$ cat src/rtl/stctl_pkg.sv
package stctl_pkg;

    localparam int STAT_W = 32;

    // status bit positions
    localparam int B_FP  = 0;
    localparam int B_U64 = 1;
    localparam int B_S64 = 2;
    localparam int B_SUP = 3;
    localparam int B_IE  = 4;

    // bits that may hold a one when every feature is built in
    localparam logic [STAT_W-1:0] DEF_MASK = 32'h0000_FF1F;

    typedef enum logic {
        WID_32 = 1'b0,
        WID_64 = 1'b1
    } wid_e;

    function automatic logic [STAT_W-1:0] legal_mask(input bit en64, input bit enfp);
        logic [STAT_W-1:0] m;
        m = DEF_MASK;
        if (!en64) begin
            m[B_U64] = 1'b0;
            m[B_S64] = 1'b0;
        end
        if (!enfp) begin
            m[B_FP] = 1'b0;
        end
        return m;
    endfunction

endpackage

$ cat src/rtl/stat_word.sv
module stat_word
    import stctl_pkg::*;
#(
    parameter bit EN64 = 1'b1,
    parameter bit ENFP = 1'b1
) (
    input  logic              clk,
    input  logic              rst_n,
    input  logic              we,
    input  logic [STAT_W-1:0] wdata,
    output logic [STAT_W-1:0] stat_q,
    output logic [STAT_W-1:0] stat_nxt
);

    localparam logic [STAT_W-1:0] MASK    = legal_mask(EN64, ENFP);
    localparam logic [STAT_W-1:0] RST_VAL =
        ((STAT_W'(1) << B_SUP) | (STAT_W'(1) << B_S64)) & MASK;

    always_comb begin
        stat_nxt = we ? (wdata & MASK) : stat_q;
    end

    always_ff @(posedge clk or negedge rst_n) begin
        if (!rst_n) begin
            stat_q <= RST_VAL;
        end else begin
            stat_q <= stat_nxt;
        end
    end

endmodule

$ cat src/rtl/width_fsm.sv
module width_fsm
    import stctl_pkg::*;
#(
    parameter bit EN64 = 1'b1
) (
    input  logic              clk,
    input  logic              rst_n,
    input  logic [STAT_W-1:0] stat_nxt,
    output logic              xlen64
);

    localparam wid_e RST_STATE = EN64 ? WID_64 : WID_32;

    wid_e state_q;
    wid_e state_d;
    logic sel64;

    always_comb begin
        sel64 = stat_nxt[B_SUP] ? stat_nxt[B_S64] : stat_nxt[B_U64];
        state_d = state_q;
        unique case (state_q)
            WID_32: if (sel64)  state_d = WID_64;   // GROW
            WID_64: if (!sel64) state_d = WID_32;   // SHRINK
        endcase
    end

    always_ff @(posedge clk or negedge rst_n) begin
        if (!rst_n) begin
            state_q <= RST_STATE;
        end else begin
            state_q <= state_d;
        end
    end

    always_comb begin
        unique case (state_q)
            WID_32: xlen64 = 1'b0;
            WID_64: xlen64 = 1'b1;
        endcase
    end

endmodule

$ cat src/rtl/tick_timer.sv
module tick_timer #(
    parameter int CNT_W     = 32,
    parameter int IRQ_W     = 8,
    parameter int TIMER_IRQ = 7
) (
    input  logic             clk,
    input  logic             rst_n,
    input  logic             cnt_we,
    input  logic [CNT_W-1:0] cnt_wdata,
    input  logic             cmp_we,
    input  logic [CNT_W-1:0] cmp_wdata,
    input  logic             retire,
    input  logic             pend_clr_we,
    input  logic [IRQ_W-1:0] pend_clr_mask,
    output logic [CNT_W-1:0] cnt_q,
    output logic [CNT_W-1:0] cmp_q,
    output logic [IRQ_W-1:0] pend_q
);

    logic             bump;
    logic             hit;
    logic [IRQ_W-1:0] pend_d;

    always_comb begin
        bump   = retire && !cnt_we;
        hit    = bump && (cnt_q == cmp_q);
        pend_d = pend_q;
        if (pend_clr_we) pend_d = pend_d & ~pend_clr_mask;
        if (cmp_we)      pend_d[TIMER_IRQ] = 1'b0;
        if (hit)         pend_d[TIMER_IRQ] = 1'b1;
    end

    always_ff @(posedge clk or negedge rst_n) begin
        if (!rst_n) begin
            cnt_q  <= '0;
            cmp_q  <= '0;
            pend_q <= '0;
        end else begin
            if (cnt_we)      cnt_q <= cnt_wdata;
            else if (bump)   cnt_q <= cnt_q + 1'b1;
            if (cmp_we)      cmp_q <= cmp_wdata;
            pend_q <= pend_d;
        end
    end

endmodule

$ cat src/rtl/stat_timer_ctl.sv
module stat_timer_ctl
    import stctl_pkg::*;
#(
    parameter bit EN64      = 1'b1,
    parameter bit ENFP      = 1'b1,
    parameter int CNT_W     = 32,
    parameter int IRQ_W     = 8,
    parameter int TIMER_IRQ = 7
) (
    input  logic              clk,
    input  logic              rst_n,
    input  logic              stat_we,
    input  logic [STAT_W-1:0] stat_wdata,
    input  logic              cnt_we,
    input  logic [CNT_W-1:0]  cnt_wdata,
    input  logic              cmp_we,
    input  logic [CNT_W-1:0]  cmp_wdata,
    input  logic              retire,
    input  logic              pend_clr_we,
    input  logic [IRQ_W-1:0]  pend_clr_mask,
    output logic [STAT_W-1:0] status_o,
    output logic              xlen64_o,
    output logic              fp_on_o,
    output logic [CNT_W-1:0]  count_o,
    output logic [IRQ_W-1:0]  irq_pend_o
);

    logic [STAT_W-1:0] stat_nxt;
    logic [CNT_W-1:0]  cmp_q;

    stat_word #(.EN64(EN64), .ENFP(ENFP)) u_stat (
        .clk      (clk),
        .rst_n    (rst_n),
        .we       (stat_we),
        .wdata    (stat_wdata),
        .stat_q   (status_o),
        .stat_nxt (stat_nxt)
    );

    width_fsm #(.EN64(EN64)) u_wid (
        .clk      (clk),
        .rst_n    (rst_n),
        .stat_nxt (stat_nxt),
        .xlen64   (xlen64_o)
    );

    tick_timer #(.CNT_W(CNT_W), .IRQ_W(IRQ_W), .TIMER_IRQ(TIMER_IRQ)) u_tmr (
        .clk           (clk),
        .rst_n         (rst_n),
        .cnt_we        (cnt_we),
        .cnt_wdata     (cnt_wdata),
        .cmp_we        (cmp_we),
        .cmp_wdata     (cmp_wdata),
        .retire        (retire),
        .pend_clr_we   (pend_clr_we),
        .pend_clr_mask (pend_clr_mask),
        .cnt_q         (count_o),
        .cmp_q         (cmp_q),
        .pend_q        (irq_pend_o)
    );

    assign fp_on_o = status_o[B_FP];

endmodule

$ cat config.mk
export PLATFORM = sky130hd
export DESIGN_NAME = stat_timer_ctl
export DESIGN_NICKNAME = d
export VERILOG_FILES = /design/src/rtl/stctl_pkg.sv /design/src/rtl/stat_word.sv /design/src/rtl/width_fsm.sv /design/src/rtl/tick_timer.sv /design/src/rtl/stat_timer_ctl.sv
export SDC_FILE = /design/constraint.sdc
export NUM_CORES = 1
export LEC_CHECK = 0
export BUFFER_PORTS_ARGS = -buffer_cell sky130_fd_sc_hd__buf_2
export CORE_MARGIN = 3
export CORE_UTILIZATION = 45
export CTS_CLUSTER_SIZE = 30
export DETAILED_ROUTE_END_ITERATION = 8
export HOLD_SLACK_MARGIN = 0.02
export PLACE_DENSITY = 0.74
export SYNTH_ARGS = -nofsm -noshare
export SYNTH_HDL_FRONTEND = slang
export SYNTH_HIERARCHICAL = 1
export SYNTH_SLANG_ARGS = --single-unit
export TNS_END_PERCENT = 5
$ cat constraint.sdc
create_clock -name clk -period 1.7 [get_ports clk]
set_input_delay 0.085 -clock clk [delete_from_list [all_inputs] [get_ports clk]]
set_output_delay 0.085 -clock clk [all_outputs]
set_load 0.01 [all_outputs]
==> summary.md <==
| Metric | Value |
|---|---|
| Met2 Usage GRT | 39.6% |
| Syn_nets | 513 |
| GR Overflow Total | 0 |
| Top fanout value on the critical path | 17 |
| Main flop type after synthesis | dfrtp_1 |
| GP Congestion | 0.854 |
| Synth Warn # | 6 |
| Via count of the first global-routing pass | 4,352 |
| Footprint of the multi-input gates | 2050 sq um |
| H-tree lvl count | 3 |
| Worst skew pair latency | 0.36 ns |
| Row count | 37 |
| Most Crowded Layer GR | met2 |
| WL final | 13,500 um |
| Longest Clk Path Bufs | 2 |
| Slowest CP cell | dfrtp_1 |
| Core Area | 10,300 sq um |
| Setup violators final | 0 |
| R2r worst-path depth | 6 |
| CTS root buf | clkbuf_8 |
| Post-synthesis instance total | 401 |
| Hold slack | 0.0784 ns |
| CP peak stage delay | 0.43 ns |
| Max-slew violations | 0 |
| Pin count of the biggest net entering global routing | 67 |
| Slew @ Worst Pin | 0.556 ns |
| MaxCap Viol Count | 0 |
| Layout cells sized above 1 | 40.3% |
| Avg Inst Size Synth | 11.9 sq um |
| Crit path DAT | 1.87 ns |
| Reg2reg start | u_tmr/cnt_q[10] |
| Register Area | 2630 sq um |
| TritonCTS Sinks | 105 |
| Clock skew | 0.00963 ns |
| Met3 usage | 6.99% |
| Met1 usage | 26.7% |
| EDFF count, synth | 0 |
| Worst Path Buf+Inv | 1 |
| Vias per cell | 4.97 |
| NumNets Final | 791 |
| Worst path required time | 1.94 ns |
| Static Leak | 3.35 nW |
| Detailed Place HPWL | 9170 um |
| Routed Antenna Nets | 0 |
| Critical path launch point type | register |
| IO Pins | 185 |
| Drt initial violations | 198 |
| Hold-critical path depth | 2 |
| Die Area | 11,900 sq um |
| CTS tree | built |
| CP startpoint | u_tmr/cnt_q[10] |
| Largest area contributor in the netlist | dfrtp_1 |
| CP endpoint kind | register |
| Slew margin rel. | 62.9% |
| FMAX | 0.615 GHz |
| DP Worst Slack | -0.0216 ns |
| WS Path Type | reg2reg |
| Seq/Total Area, Yosys | 55.0% |
| Commonest non-fill, non-tap cell in the layout | buf_2 |
| RSZ-0062 raised after global routing | no |
| 1st-pass router iterations | 4 |
| PD cells | 777 nW/um^2 |
| Worst min path class | in2reg |
| Yosys cell types | 37 |
| Per-cell routed wire length | 16.5 um |
| Most frequent cells in the layout | 164 x buf_2, 101 x dfrtp_1, 92 x dlygate4sd3_1 |
| Initial antenna violation count | 0 |
| Final WS setup | 0.0729 ns |
| TritonCTS Buffers | 9 |
| Sequence of cells on the critical path | and3_2 > nand4b_4 > buf_12 > nor4_2 > xnor2_1 > o21ai_1 |
| Initial Utilization | 46.3% |
| Clock Pin Slew Worst Setup and Hold Paths | 0.09 ns |
| Outcome | complete, no violations |
| Critical Path Stages | 6 |
| Crit path max-delay family | simple AND/OR/NAND/NOR gates |
| Peak supply drop | 0.000462 V |
| Gr usage total | 22.8% |
| Setup TNS | 0 ns |
| Top post-synthesis cells by area | dfrtp_1 53%, mux2_2 10%, xnor2_1 8.2% |
| #FFs+latches synth | 105 |
| Vias | 4,069 |
| Die Wd | 109 um |
| Fraction of registers with async set/reset | 100% |
| Fin crit share | 95.7% |
| Yosys top cell area share | 53.4% |
| P&R area growth vs syn | 47.9% |
| First-pass GRT wire length | 20,900 um |
| Port bufs | 165 |
| Crit path time final | 1.63 ns |
| Fillcell total | 738 |
| Residual DRC count | 0 |
| Die height | 109 um |
| Fin. Hold Viols | 0 |
| Hold Crit Start | stat_we |
| Diode count | 0 |
| Mapped Area | 4780 sq um |
## per-stage QoR
step / cells / total power [mW] / area (sq um) / util (%)
2_1_floorplan: 401 / 3.37 / 4780 / -
4_1_cts: 819 / 5.56 / 7060 / 68.4
5_1_grt: 819 / 5.77 / 7070 / 68.5
3_3_place_gp: 711 / 3.86 / 5930 / 57.5
3_5_place_dp: 711 / 3.89 / 5930 / 57.5
6_report: 819 / 5.50 / 7070 / 68.5
## where the power goes
group / internal [mW] / switching [mW]
clock network: 0.672 / 0.825
registers: 2.68 / 0.144
logic: 0.627 / 0.543
total: 3.98 / 1.51
## metal layers
layer,wire length (um),part of all wire [%]
met1,5440,40
met2,6590,49
met3,1170,8.7
met4,279,2.1
met5,0,0
## final cells by class
type	count	area share [%]
Clock buffer	10	1.80
Tap cell	136	2.41
Clock inverter	5	0.814
Sequential cell	105	37.2
Multi-Input combinational cell	272	29.0
Timing Repair Buffer	286	28.5
Inverter	5	0.265
## flip-flops by register name, indices dropped and copies added (netlist names)
signal / cells
u_stat/stat_q: 32
u_tmr/cmp_q: 32
u_tmr/pend_q: 8
u_tmr/cnt_q: 32
u_wid/state_q: 1
## synthesized netlist by cell type, types with 7 or more instances
master	n
o21ai_1	11
dfrtp_1	102
clkbuf_1	11
nand2_1	42
o21ai_0	22
nor3_2	8
nand3_1	12
nor2b_1	13
nand4_1	8
xnor2_1	45
a21boi_0	7
xor2_1	18
mux2_2	44
## worst paths after layout
| check | slack, ns | to |
|---|---|---|
| min in group asynchronous | 0.26 | u_tmr/cmp_q[24] |
| setup / recovery | 0.07 | u_tmr/cnt_q[22] |
| setup reg to reg | 0.07 | u_tmr/cnt_q[22] |
| hold reg to reg | 0.50 | u_stat/stat_q[18] |
| hold / removal | 0.08 | u_stat/stat_q[20] |
| max in group asynchronous | 0.99 | u_wid/state_q |
## timing repair
| item | in CTS | in global routing |
|---|---|---|
| resized for setup | 0 | 3 |
| setup buffers | 1 | 0 |
| hold buffers | 92 | 0 |
| endpoints found under the hold margin | 186 | 0 |
| endpoints found under the setup margin | 7 | 3 |
## kinds of logic (layout without fill, tap and decap cells)
kind of cell,Yosys count,in the layout,share of synthesized area (%)
AOI/OAI and AO/OA,40,40,4.55
xor gates and xnor gates,63,63,11.5
DFF,105,105,55.0
and+or+nand+nor,121,121,15.0
muxes,47,47,11.2
buffers and inverters,24,306,2.41
adders and majority gates,1,1,0.262
Power figures use the tool's default switching activity.
